[src/rtl/dac_ctrl_pkg.sv]
package dac_ctrl_pkg;

    localparam int WORD_W = 16;
    localparam int ADDR_W = 4;
    localparam int N_CH   = 8;
    localparam int CH_W   = $clog2(N_CH);

    localparam logic [ADDR_W-1:0] ADDR_SLEEP = 4'hE;
    localparam logic [ADDR_W-1:0] ADDR_ALL   = 4'hF;

    typedef enum logic [1:0] {
        CMD_NOP,
        CMD_ONE,
        CMD_ALL,
        CMD_SLEEP
    } cmd_kind_e;

    typedef struct packed {
        cmd_kind_e       kind;
        logic [CH_W-1:0] ch;
    } cmd_t;

    function automatic cmd_t decode_addr(input logic [ADDR_W-1:0] a);
        cmd_t c;
        c.kind = CMD_NOP;
        c.ch   = '0;
        if (a == ADDR_SLEEP) begin
            c.kind = CMD_SLEEP;
        end else if (a == ADDR_ALL) begin
            c.kind = CMD_ALL;
        end else if (a >= 4'd1 && a <= 4'(N_CH)) begin
            c.kind = CMD_ONE;
            c.ch   = CH_W'(a - 4'd1);
        end
        return c;
    endfunction

endpackage

[src/rtl/dac_pin_sync.sv]
module dac_pin_sync #(
    parameter int              WIDTH   = 3,
    parameter int              STAGES  = 2,
    parameter logic [WIDTH-1:0] RST_VAL = '0
) (
    input  logic             clk,
    input  logic             rst,
    input  logic [WIDTH-1:0] pin,
    output logic [WIDTH-1:0] level
);
    logic [WIDTH-1:0] pipe [STAGES];

    always_ff @(posedge clk) begin
        if (rst) begin
            for (int s = 0; s < STAGES; s++) pipe[s] <= RST_VAL;
        end else begin
            pipe[0] <= pin;
            for (int s = 1; s < STAGES; s++) pipe[s] <= pipe[s-1];
        end
    end

    assign level = pipe[STAGES-1];
endmodule

[src/rtl/dac_clr_sync.sv]
module dac_clr_sync #(
    parameter int STAGES = 2
) (
    input  logic clk,
    input  logic clr_n,
    output logic clr_active
);
    logic [STAGES-1:0] hold;

    always_ff @(posedge clk or negedge clr_n) begin
        if (!clr_n) hold <= '1;
        else        hold <= hold << 1;
    end

    assign clr_active = hold[STAGES-1];
endmodule

[src/rtl/dac_shift_front.sv]
module dac_shift_front
    import dac_ctrl_pkg::*;
#(
    parameter int KEEP_W = 14
) (
    input  logic              clk,
    input  logic              rst,
    input  logic              wipe,
    input  logic              sck_lvl,
    input  logic              cs_lvl,
    input  logic              din_lvl,
    output logic [KEEP_W-1:0] word_hi,
    output logic              load_stb,
    output logic              dout
);
    logic [WORD_W-1:0] sr;
    logic              sck_d, cs_d;
    logic              shift_en;

    assign shift_en = sck_lvl & ~sck_d & ~cs_lvl;
    assign load_stb = cs_lvl & ~cs_d;

    always_ff @(posedge clk) begin
        if (rst) begin
            sck_d <= 1'b0;
            cs_d  <= 1'b1;
        end else begin
            sck_d <= sck_lvl;
            cs_d  <= cs_lvl;
        end
    end

    always_ff @(posedge clk) begin
        if (wipe)          sr <= '0;
        else if (shift_en) sr <= {sr[WORD_W-2:0], din_lvl};
    end

    assign word_hi = sr[WORD_W-1 -: KEEP_W];
    assign dout    = sr[WORD_W-1];

    AST_SR_HOLD_OFF_EDGE: assert property (@(posedge clk) disable iff (rst)
        (!shift_en && !wipe) |=> $stable(sr));

    AST_SR_ADVANCES: assert property (@(posedge clk) disable iff (rst)
        (shift_en && !wipe) |=> (sr[WORD_W-1:1] == $past(sr[WORD_W-2:0])));
endmodule

[src/rtl/dac_code_bank.sv]
module dac_code_bank
    import dac_ctrl_pkg::*;
#(
    parameter int CODE_W = 10
) (
    input  logic                     clk,
    input  logic                     rst,
    input  logic                     wipe,
    input  logic                     load_stb,
    input  logic [ADDR_W+CODE_W-1:0] word_hi,
    output logic [N_CH*CODE_W-1:0]   codes,
    output logic                     asleep
);
    logic [ADDR_W-1:0] addr;
    logic [CODE_W-1:0] code_in;
    cmd_t              cmd;
    logic [CODE_W-1:0] code_q [N_CH];

    assign addr    = word_hi[ADDR_W+CODE_W-1 -: ADDR_W];
    assign code_in = word_hi[CODE_W-1:0];
    assign cmd     = decode_addr(addr);

    always_ff @(posedge clk) begin
        if (rst)           asleep <= 1'b0;
        else if (load_stb) asleep <= (cmd.kind == CMD_SLEEP);
    end

    for (genvar i = 0; i < N_CH; i++) begin : g_ch
        always_ff @(posedge clk) begin
            if (wipe)
                code_q[i] <= '0;
            else if (load_stb && (cmd.kind == CMD_ALL ||
                     (cmd.kind == CMD_ONE && cmd.ch == CH_W'(i))))
                code_q[i] <= code_in;
        end
        assign codes[i*CODE_W +: CODE_W] = code_q[i];

        AST_KEEP_UNADDRESSED: assert property (@(posedge clk) disable iff (rst)
            (!wipe && !(load_stb && (addr == 4'(i+1) || addr == ADDR_ALL)))
            |=> $stable(code_q[i]));

        AST_SINGLE_LOAD: assert property (@(posedge clk) disable iff (rst)
            (load_stb && !wipe && addr == 4'(i+1)) |=> (code_q[i] == $past(code_in)));

        AST_BCAST_LOAD: assert property (@(posedge clk) disable iff (rst)
            (load_stb && !wipe && addr == ADDR_ALL) |=> (code_q[i] == $past(code_in)));

        AST_WIPE_ZERO: assert property (@(posedge clk) disable iff (rst)
            wipe |=> (code_q[i] == '0));
    end

    AST_SLEEP_ENTER: assert property (@(posedge clk) disable iff (rst)
        (load_stb && addr == ADDR_SLEEP) |=> asleep);

    AST_WAKE_ANY: assert property (@(posedge clk) disable iff (rst)
        (load_stb && addr != ADDR_SLEEP) |=> !asleep);
endmodule

[src/rtl/dac_octal_ctrl.sv]
module dac_octal_ctrl
    import dac_ctrl_pkg::*;
#(
    parameter int CODE_W      = 10,
    parameter int SYNC_STAGES = 2
) (
    input  logic                   clk,
    input  logic                   rst,
    input  logic                   clr_n,
    input  logic                   sck,
    input  logic                   din,
    input  logic                   cs_ld,
    output logic                   dout,
    output logic                   asleep,
    output logic [N_CH*CODE_W-1:0] codes
);
    localparam int KEEP_W = ADDR_W + CODE_W;

    logic [2:0]        pin_lvl;
    logic              clr_active, wipe, load_stb;
    logic [KEEP_W-1:0] word_hi;

    dac_pin_sync #(
        .WIDTH  (3),
        .STAGES (SYNC_STAGES),
        .RST_VAL(3'b010)
    ) i_pins (
        .clk  (clk),
        .rst  (rst),
        .pin  ({din, cs_ld, sck}),
        .level(pin_lvl)
    );

    dac_clr_sync #(.STAGES(SYNC_STAGES)) i_clr (
        .clk       (clk),
        .clr_n     (clr_n),
        .clr_active(clr_active)
    );

    assign wipe = rst | clr_active;

    dac_shift_front #(.KEEP_W(KEEP_W)) i_front (
        .clk     (clk),
        .rst     (rst),
        .wipe    (wipe),
        .sck_lvl (pin_lvl[0]),
        .cs_lvl  (pin_lvl[1]),
        .din_lvl (pin_lvl[2]),
        .word_hi (word_hi),
        .load_stb(load_stb),
        .dout    (dout)
    );

    dac_code_bank #(.CODE_W(CODE_W)) i_bank (
        .clk     (clk),
        .rst     (rst),
        .wipe    (wipe),
        .load_stb(load_stb),
        .word_hi (word_hi),
        .codes   (codes),
        .asleep  (asleep)
    );
endmodule

[config.mk]
export PLATFORM = sky130hd
export DESIGN_NAME = dac_octal_ctrl
export DESIGN_NICKNAME = d
export VERILOG_FILES = /design/src/rtl/dac_ctrl_pkg.sv /design/src/rtl/dac_pin_sync.sv /design/src/rtl/dac_clr_sync.sv /design/src/rtl/dac_shift_front.sv /design/src/rtl/dac_code_bank.sv /design/src/rtl/dac_octal_ctrl.sv
export SDC_FILE = /design/constraint.sdc
export NUM_CORES = 1
export LEC_CHECK = 0
export BUFFER_PORTS_ARGS = -buffer_cell sky130_fd_sc_hd__buf_2
export CAP_MARGIN = 20
export CELL_PAD_IN_SITES_DETAIL_PLACEMENT = 1
export CELL_PAD_IN_SITES_GLOBAL_PLACEMENT = 2
export CORE_UTILIZATION = 35
export CTS_CLUSTER_SIZE = 8
export DETAILED_ROUTE_END_ITERATION = 7
export GPL_ROUTABILITY_DRIVEN = 0
export PLACE_DENSITY_LB_ADDON = 0.05
export SYNTH_ARGS = -nofsm -noshare
export SYNTH_HDL_FRONTEND = slang
export SYNTH_SLANG_ARGS = --single-unit
[constraint.sdc]
create_clock -name clk -period 2.9 [get_ports clk]
set_clock_uncertainty 0.05 [all_clocks]
set_input_delay 0.725 -clock clk [delete_from_list [all_inputs] [get_ports clk]]
set_output_delay 0.725 -clock clk [all_outputs]
set_load 0.02 [all_outputs]
==> flow_metrics.py, run 1 <==
metrics = {
    "cells_and_area": {
        "instances_no_fill": 556,
        "n_antenna_cell": 0,
        "layout.nets": 421,
        "num-fill-cells": 1209,
        "final_cell_area_sq_mm": 0.00479,
        "syn_to_final_growth_pct": 22.8,
        "final_common_cell": "buf_2",
        "layout_common_cells": "87 x buf_2, 86 x nor2_1, 80 x edfxtp_1",
        "drive_gt1_share_pct": 30.8,
        "fin_util_pct": 44.2,
    },
    "cts": {
        "cts_tree": "yes",
        "cts.htree.levels": 3,
        "ctsResizeCount": 0,
        "clockRootBuffer": "clkbuf_8",
        "clk_latency_ps": 360,
        "clk_pin_slew_ps": 100,
        "cts_sinks": 107,
        "cts_buffer_depth": 2,
        "cts_setup_buffers": 0,
        "cts_hold_buf": 0,
        "numCtsBuffers": 9,
    },
    "drt": {
        "wl_met3_microns": 349,
        "dr.pass1.iters": 4,
        "vias_per_cell": 4.72,
        "topRoutingLayerUsed": "met4",
        "wl_per_cell_microns": 17.4,
        "wl_microns": 9670,
        "first_iter_violations": 116,
        "vias": 2623,
        "dr_wl_met2_microns": 4920,
        "antenna_left": 0,
        "routedLengthMet1_microns": 4260,
        "drcViolationCount": 0,
    },
    "critical_path": {
        "path_delay_family": "compound AO/OA/AOI/OAI gates",
        "crit_slowest_cell": "a21oi_1",
        "startpoint_type": "flop",
        "cp_num_buf_inv": 2,
        "path_max_fanout": 11,
        "cp.required_ps": 2980,
        "crit_type": "reg -> reg",
        "critPathMaxStageDelay_ps": 650,
        "critical_path.endpoint_type": "flop",
        "arrival_ps": 2570,
        "rrSetupSlack_ps": 410,
        "crit_chain": "inv_1 > ha_1 > nor2_1 > a21oi_1 > o21ai_0 > buf_4",
    },
    "synthesis": {
        "synth.largest_area_cell": "edfxtp_1",
        "syn_nets": 321,
        "synth_top_area_share_pct": 61.6,
        "yosys_register_bits": 107,
        "synth_area_leaders": "edfxtp_1 62%, dfxtp_1 13%, nor2_1 8.3%",
        "ys_types": 25,
        "synthCells": 311,
        "yosys_warnings": 0,
        "ys_seq_area_share_pct": 75.7,
        "synth_area_per_cell_sq_um": 12.5,
        "synth_area_sq_mm": 0.00390,
    },
    "timing": {
        "relSlewSlack_pct": 47.1,
        "worst_pin_slew_ps": 794,
        "fin_tns_setup_ps": 0,
        "timing.hold.ws_ps": 232,
        "timing.final.ws_setup_ps": 411,
        "finalMaxSlewViolations": 0,
        "fmax_mhz": 402,
        "grt_setup_unrepaired": "no",
        "hold_viol": 0,
        "finalSetupViolCount": 0,
        "period_needed_ps": 2490,
        "timing.final.crit_share_pct": 85.8,
    },
    "placement": {
        "place_inst": 540,
        "pre_cts_ws_ps": 405,
        "portBuffers": 87,
        "hpwl_microns": 6440,
        "placed_area_sq_mm": 0.00457,
    },
    "floorplan": {
        "start_util_pct": 36.0,
        "die_area_sq_mm": 0.0116,
        "die_x_microns": 108,
        "dieHeight_microns": 108,
        "core-area_sq_mm": 0.0108,
        "io_pins": 88,
        "rows": 38,
    },
    "global_route": {
        "antenna_found_initial": 0,
        "grt_use_total_pct": 17.8,
        "grt_pass1_vias": 2658,
        "grt_overflow": 0,
        "grt_first_pass_wirelength_microns": 14800,
        "grt_max_degree": 19,
    },
    "status": {
        "status": "finished, final reports clean",
    },
    "worst_hold_path": {
        "hold_path.class": "in -> async",
    },
    "power_and_ir_drop": {
        "p_leak_nw": 1.90,
        "power_density_mw_per_mm2": 603,
        "ir_drop_uv": 221,
        "power_mw": 2.89,
    },
    "flow_run": {
        "maxCapViolCount": 0,
    },
}
## area by class of cell
type | instances | area (sq um) | area share (%)
clock buffer | 10 | 128 | 2.66
clock inverter | 6 | 96.3 | 2.01
multi-input combinational | 186 | 861 | 18.0
inverter | 2 | 7.51 | 0.157
sequential | 107 | 2960 | 61.7
timing repair buffer | 105 | 571 | 11.9
tap | 140 | 175 | 3.65
## synth_stat cells (all sizes together)
master	n
o21ai	8
nand3	1
a31oi	2
a21oi	23
ha	4
inv	2
and4b	1
nor2	87
dfxtp	25
or2	4
o22ai	1
conb	1
nor3b	1
dfstp	2
and3b	1
edfxtp	80
nand2	42
buf	13
clkbuf	3
nand2b	3
nor2b	6
or3b	1
## cell families after synthesis
family	share of synthesized area (%)
DFF	75.7
other	0.0961
AOI/OAI and AO/OA	4.62
buffers and inverters	2.21
and+or+nand+nor	16.1
adders and majority gates	1.28
## registers in the layout, indices dropped and copies added, names as in the netlist
register	cells
i_bank.code_q	80
i_front.sr	16
i_pins.pipe	6
i_clr.hold	2
i_bank.asleep	1
i_front.cs_d	1
i_front.sck_d	1
## worst paths after layout
path	startpoint	to	depth (start not counted)
max in group asynchronous	clr_n	i_clr.hold[1]	1
max reg2reg	i_front.sr[12]	i_bank.code_q[1][25]	6
max	i_front.sr[12]	i_bank.code_q[1][25]	6
min reg2reg	i_clr.hold[0]	i_clr.hold[1]	0
min in group clk	i_clr.hold[0]	i_clr.hold[1]	0
min	clr_n	i_clr.hold[0]	1
## power by group
group / switching, mW / internal [mW]
Sequential: 0.0166 / 1.69
Clock: 0.526 / 0.498
Combinational: 0.114 / 0.0473
## per-layer routing
| layer | vias up | track usage, % |
|---|---|---|
| li1 | 1246 | - |
| met1 | 1309 | 22.6 |
| met2 | 56 | 30.6 |
| met3 | 12 | 2.85 |
| met4 | 0 | 6.07 |
| met5 | - | 0 |
Power figures use the tool's default switching activity.
==> run 2: changes to the inputs <==
==> constraint.sdc (replaced) <==
create_clock -name clk -period 2.3 [get_ports clk]
set_clock_uncertainty 0.05 [all_clocks]
set_input_delay 0.575 -clock clk [delete_from_list [all_inputs] [get_ports clk]]
set_output_delay 0.575 -clock clk [all_outputs]
set_load 0.02 [all_outputs]
==> flow_metrics.py, run 2 (synthesis gave the netlist of run 1 again) <==
metrics = {
    "status": {
        "status": "finished, final reports clean",
    },
    "global_route": {
        "grt_max_degree": 18,
        "use_met2_pct": 27.7,
        "grt_overflow": 0,
        "grt_first_pass_wirelength_microns": 14000,
        "met3_usage_pct": 2.72,
        "grt_util_met1_pct": 21.9,
        "grt_pass1_vias": 2610,
        "antenna_found_initial": 0,
        "busiest_layer": "met2",
        "grt_use_total_pct": 16.8,
    },
    "cells_and_area": {
        "reg_top3": "i_bank.code_q (80), i_front.sr (16), i_pins.pipe (6)",
        "drive_gt1_share_pct": 31.7,
        "layout_common_cells": "87 x buf_2, 86 x nor2_1, 80 x edfxtp_1",
        "final_common_cell": "buf_2",
        "layout.nets": 422,
        "n_antenna_cell": 0,
        "largest_reg_flops": 80,
        "syn_to_final_growth_pct": 23.1,
        "fin_util_pct": 44.3,
        "final_cell_area_sq_mm": 0.00480,
        "largest-register": "i_bank.code_q",
        "num-fill-cells": 1221,
    },
    "critical_path": {
        "path_max_fanout": 10,
        "cp.required_ps": 2260,
        "critical_path.endpoint_type": "flop",
        "crit_slowest_cell": "o21ai_2",
        "startpoint_type": "flop",
        "arrival_ps": 2000,
        "r2r_cells": 6,
        "crit_type": "reg -> reg",
        "crit_chain": "inv_1 > ha_1 > nand2b_1 > and3b_1 > a21oi_1 > o21ai_2",
        "critPathMaxStageDelay_ps": 460,
    },
    "cts": {
        "cts_sinks": 107,
        "clk_latency_ps": 370,
        "cts_buffer_depth": 2,
        "cts_setup_buffers": 0,
        "clockRootBuffer": "clkbuf_8",
        "cts.htree.levels": 3,
        "clk_pin_slew_ps": 100,
        "cts_tree": "yes",
        "numCtsBuffers": 9,
    },
    "timing": {
        "hold_viol": 0,
        "worst_pin_slew_ps": 756,
        "finalMaxSlewViolations": 0,
        "timing.final.crit_share_pct": 88.6,
        "relSlewSlack_pct": 49.4,
        "fmax_mhz": 490,
        "finalSetupViolCount": 0,
        "grt_setup_unrepaired": "no",
        "period_needed_ps": 2040,
        "fin_tns_setup_ps": 0,
        "timing.final.ws_setup_ps": 261,
    },
    "floorplan": {
        "die_area_sq_mm": 0.0116,
        "rows": 38,
        "core-area_sq_mm": 0.0108,
        "dieHeight_microns": 108,
        "start_util_pct": 36.0,
        "die_x_microns": 108,
        "io_pins": 88,
    },
    "drt": {
        "wl_microns": 9260,
        "vias_per_cell": 4.65,
        "vias": 2588,
        "antenna_left": 0,
        "first_iter_violations": 98,
        "dr.pass1.iters": 4,
        "wl_per_cell_microns": 16.7,
        "drcViolationCount": 0,
    },
    "placement": {
        "placed_area_sq_mm": 0.00458,
        "hpwl_microns": 6320,
        "portBuffers": 87,
        "pre_cts_ws_ps": -16.5,
    },
    "power_and_ir_drop": {
        "ir_drop_uv": 332,
        "power_density_mw_per_mm2": 749,
        "p_leak_nw": 1.90,
    },
    "worst_hold_path": {
        "hold_path.class": "in -> async",
    },
    "flow_run": {
        "maxCapViolCount": 0,
    },
}
==> run 2: per-layer routing <==
layer,up-vias,wire length (microns)
met5,-,0
met4,0,161
met3,9,323
met2,62,4530
met1,1266,4240
li1,1251,-
==> run 2: path summary, 6_finish.rpt <==
kind                                        endpoint      startpoint  slack, ps
worst max-delay path            i_bank.code_q[0][39]  i_front.sr[13]        260
worst min-delay path                   i_clr.hold[1]           clr_n         80
worst max register to register  i_bank.code_q[0][39]  i_front.sr[13]        260
worst min register to register         i_clr.hold[1]   i_clr.hold[0]        300
max in group asynchronous              i_clr.hold[0]           clr_n       2090
min in group clk                       i_clr.hold[1]   i_clr.hold[0]        300
==> run 2: critical path, delay by kind of cell (launching register included) <==
family	cells	cell delay (ps)
AO/OA/AOI/OAI	2	590
adder cells (fa/ha/maj)	1	200
buffers and inverters	1	90
flip-flops	1	410
AND/OR/NAND/NOR	2	350
==> run 2: cell type report <==
| type | count | area [sq um] | area share [%] |
|---|---|---|---|
| sequential | 107 | 2960 | 61.5 |
| multi-input combinational | 186 | 876 | 18.2 |
| timing repair buffer | 106 | 578 | 12.0 |
| tap | 140 | 175 | 3.65 |
| clock buffer | 9 | 124 | 2.58 |
| clock inverter | 6 | 88.8 | 1.85 |
| inverter | 2 | 7.51 | 0.156 |
==> run 2: metrics by stage <==
| stage | std cells | power, mW | hold slack, ps |
|---|---|---|---|
| final | 556 | 3.60 | 78.8 |
| after global routing | 556 | 3.71 | 70.1 |
| after CTS | 556 | 3.64 | 66.9 |
| after detailed placement | 541 | 2.40 | 300 |
| after global placement | 541 | 2.39 | 297 |
| after floorplan | 311 | 2.31 | 295 |
==> run 2: report_power, final <==
part           leakage [nW]  internal [mW]  switching, mW
clock network         0.104          0.612          0.636
logic                 0.683         0.0560          0.143
registers              1.12           2.13         0.0192
total                  1.90           2.80          0.798
==> run 2: repair_timing <==
action / 4_1_cts / 5_1_grt
setup endpoints to repair: 12 / 20
hold buffers: 0 / 0
endpoints found under the hold margin: 0 / 0
gates resized for setup: 2 / 2
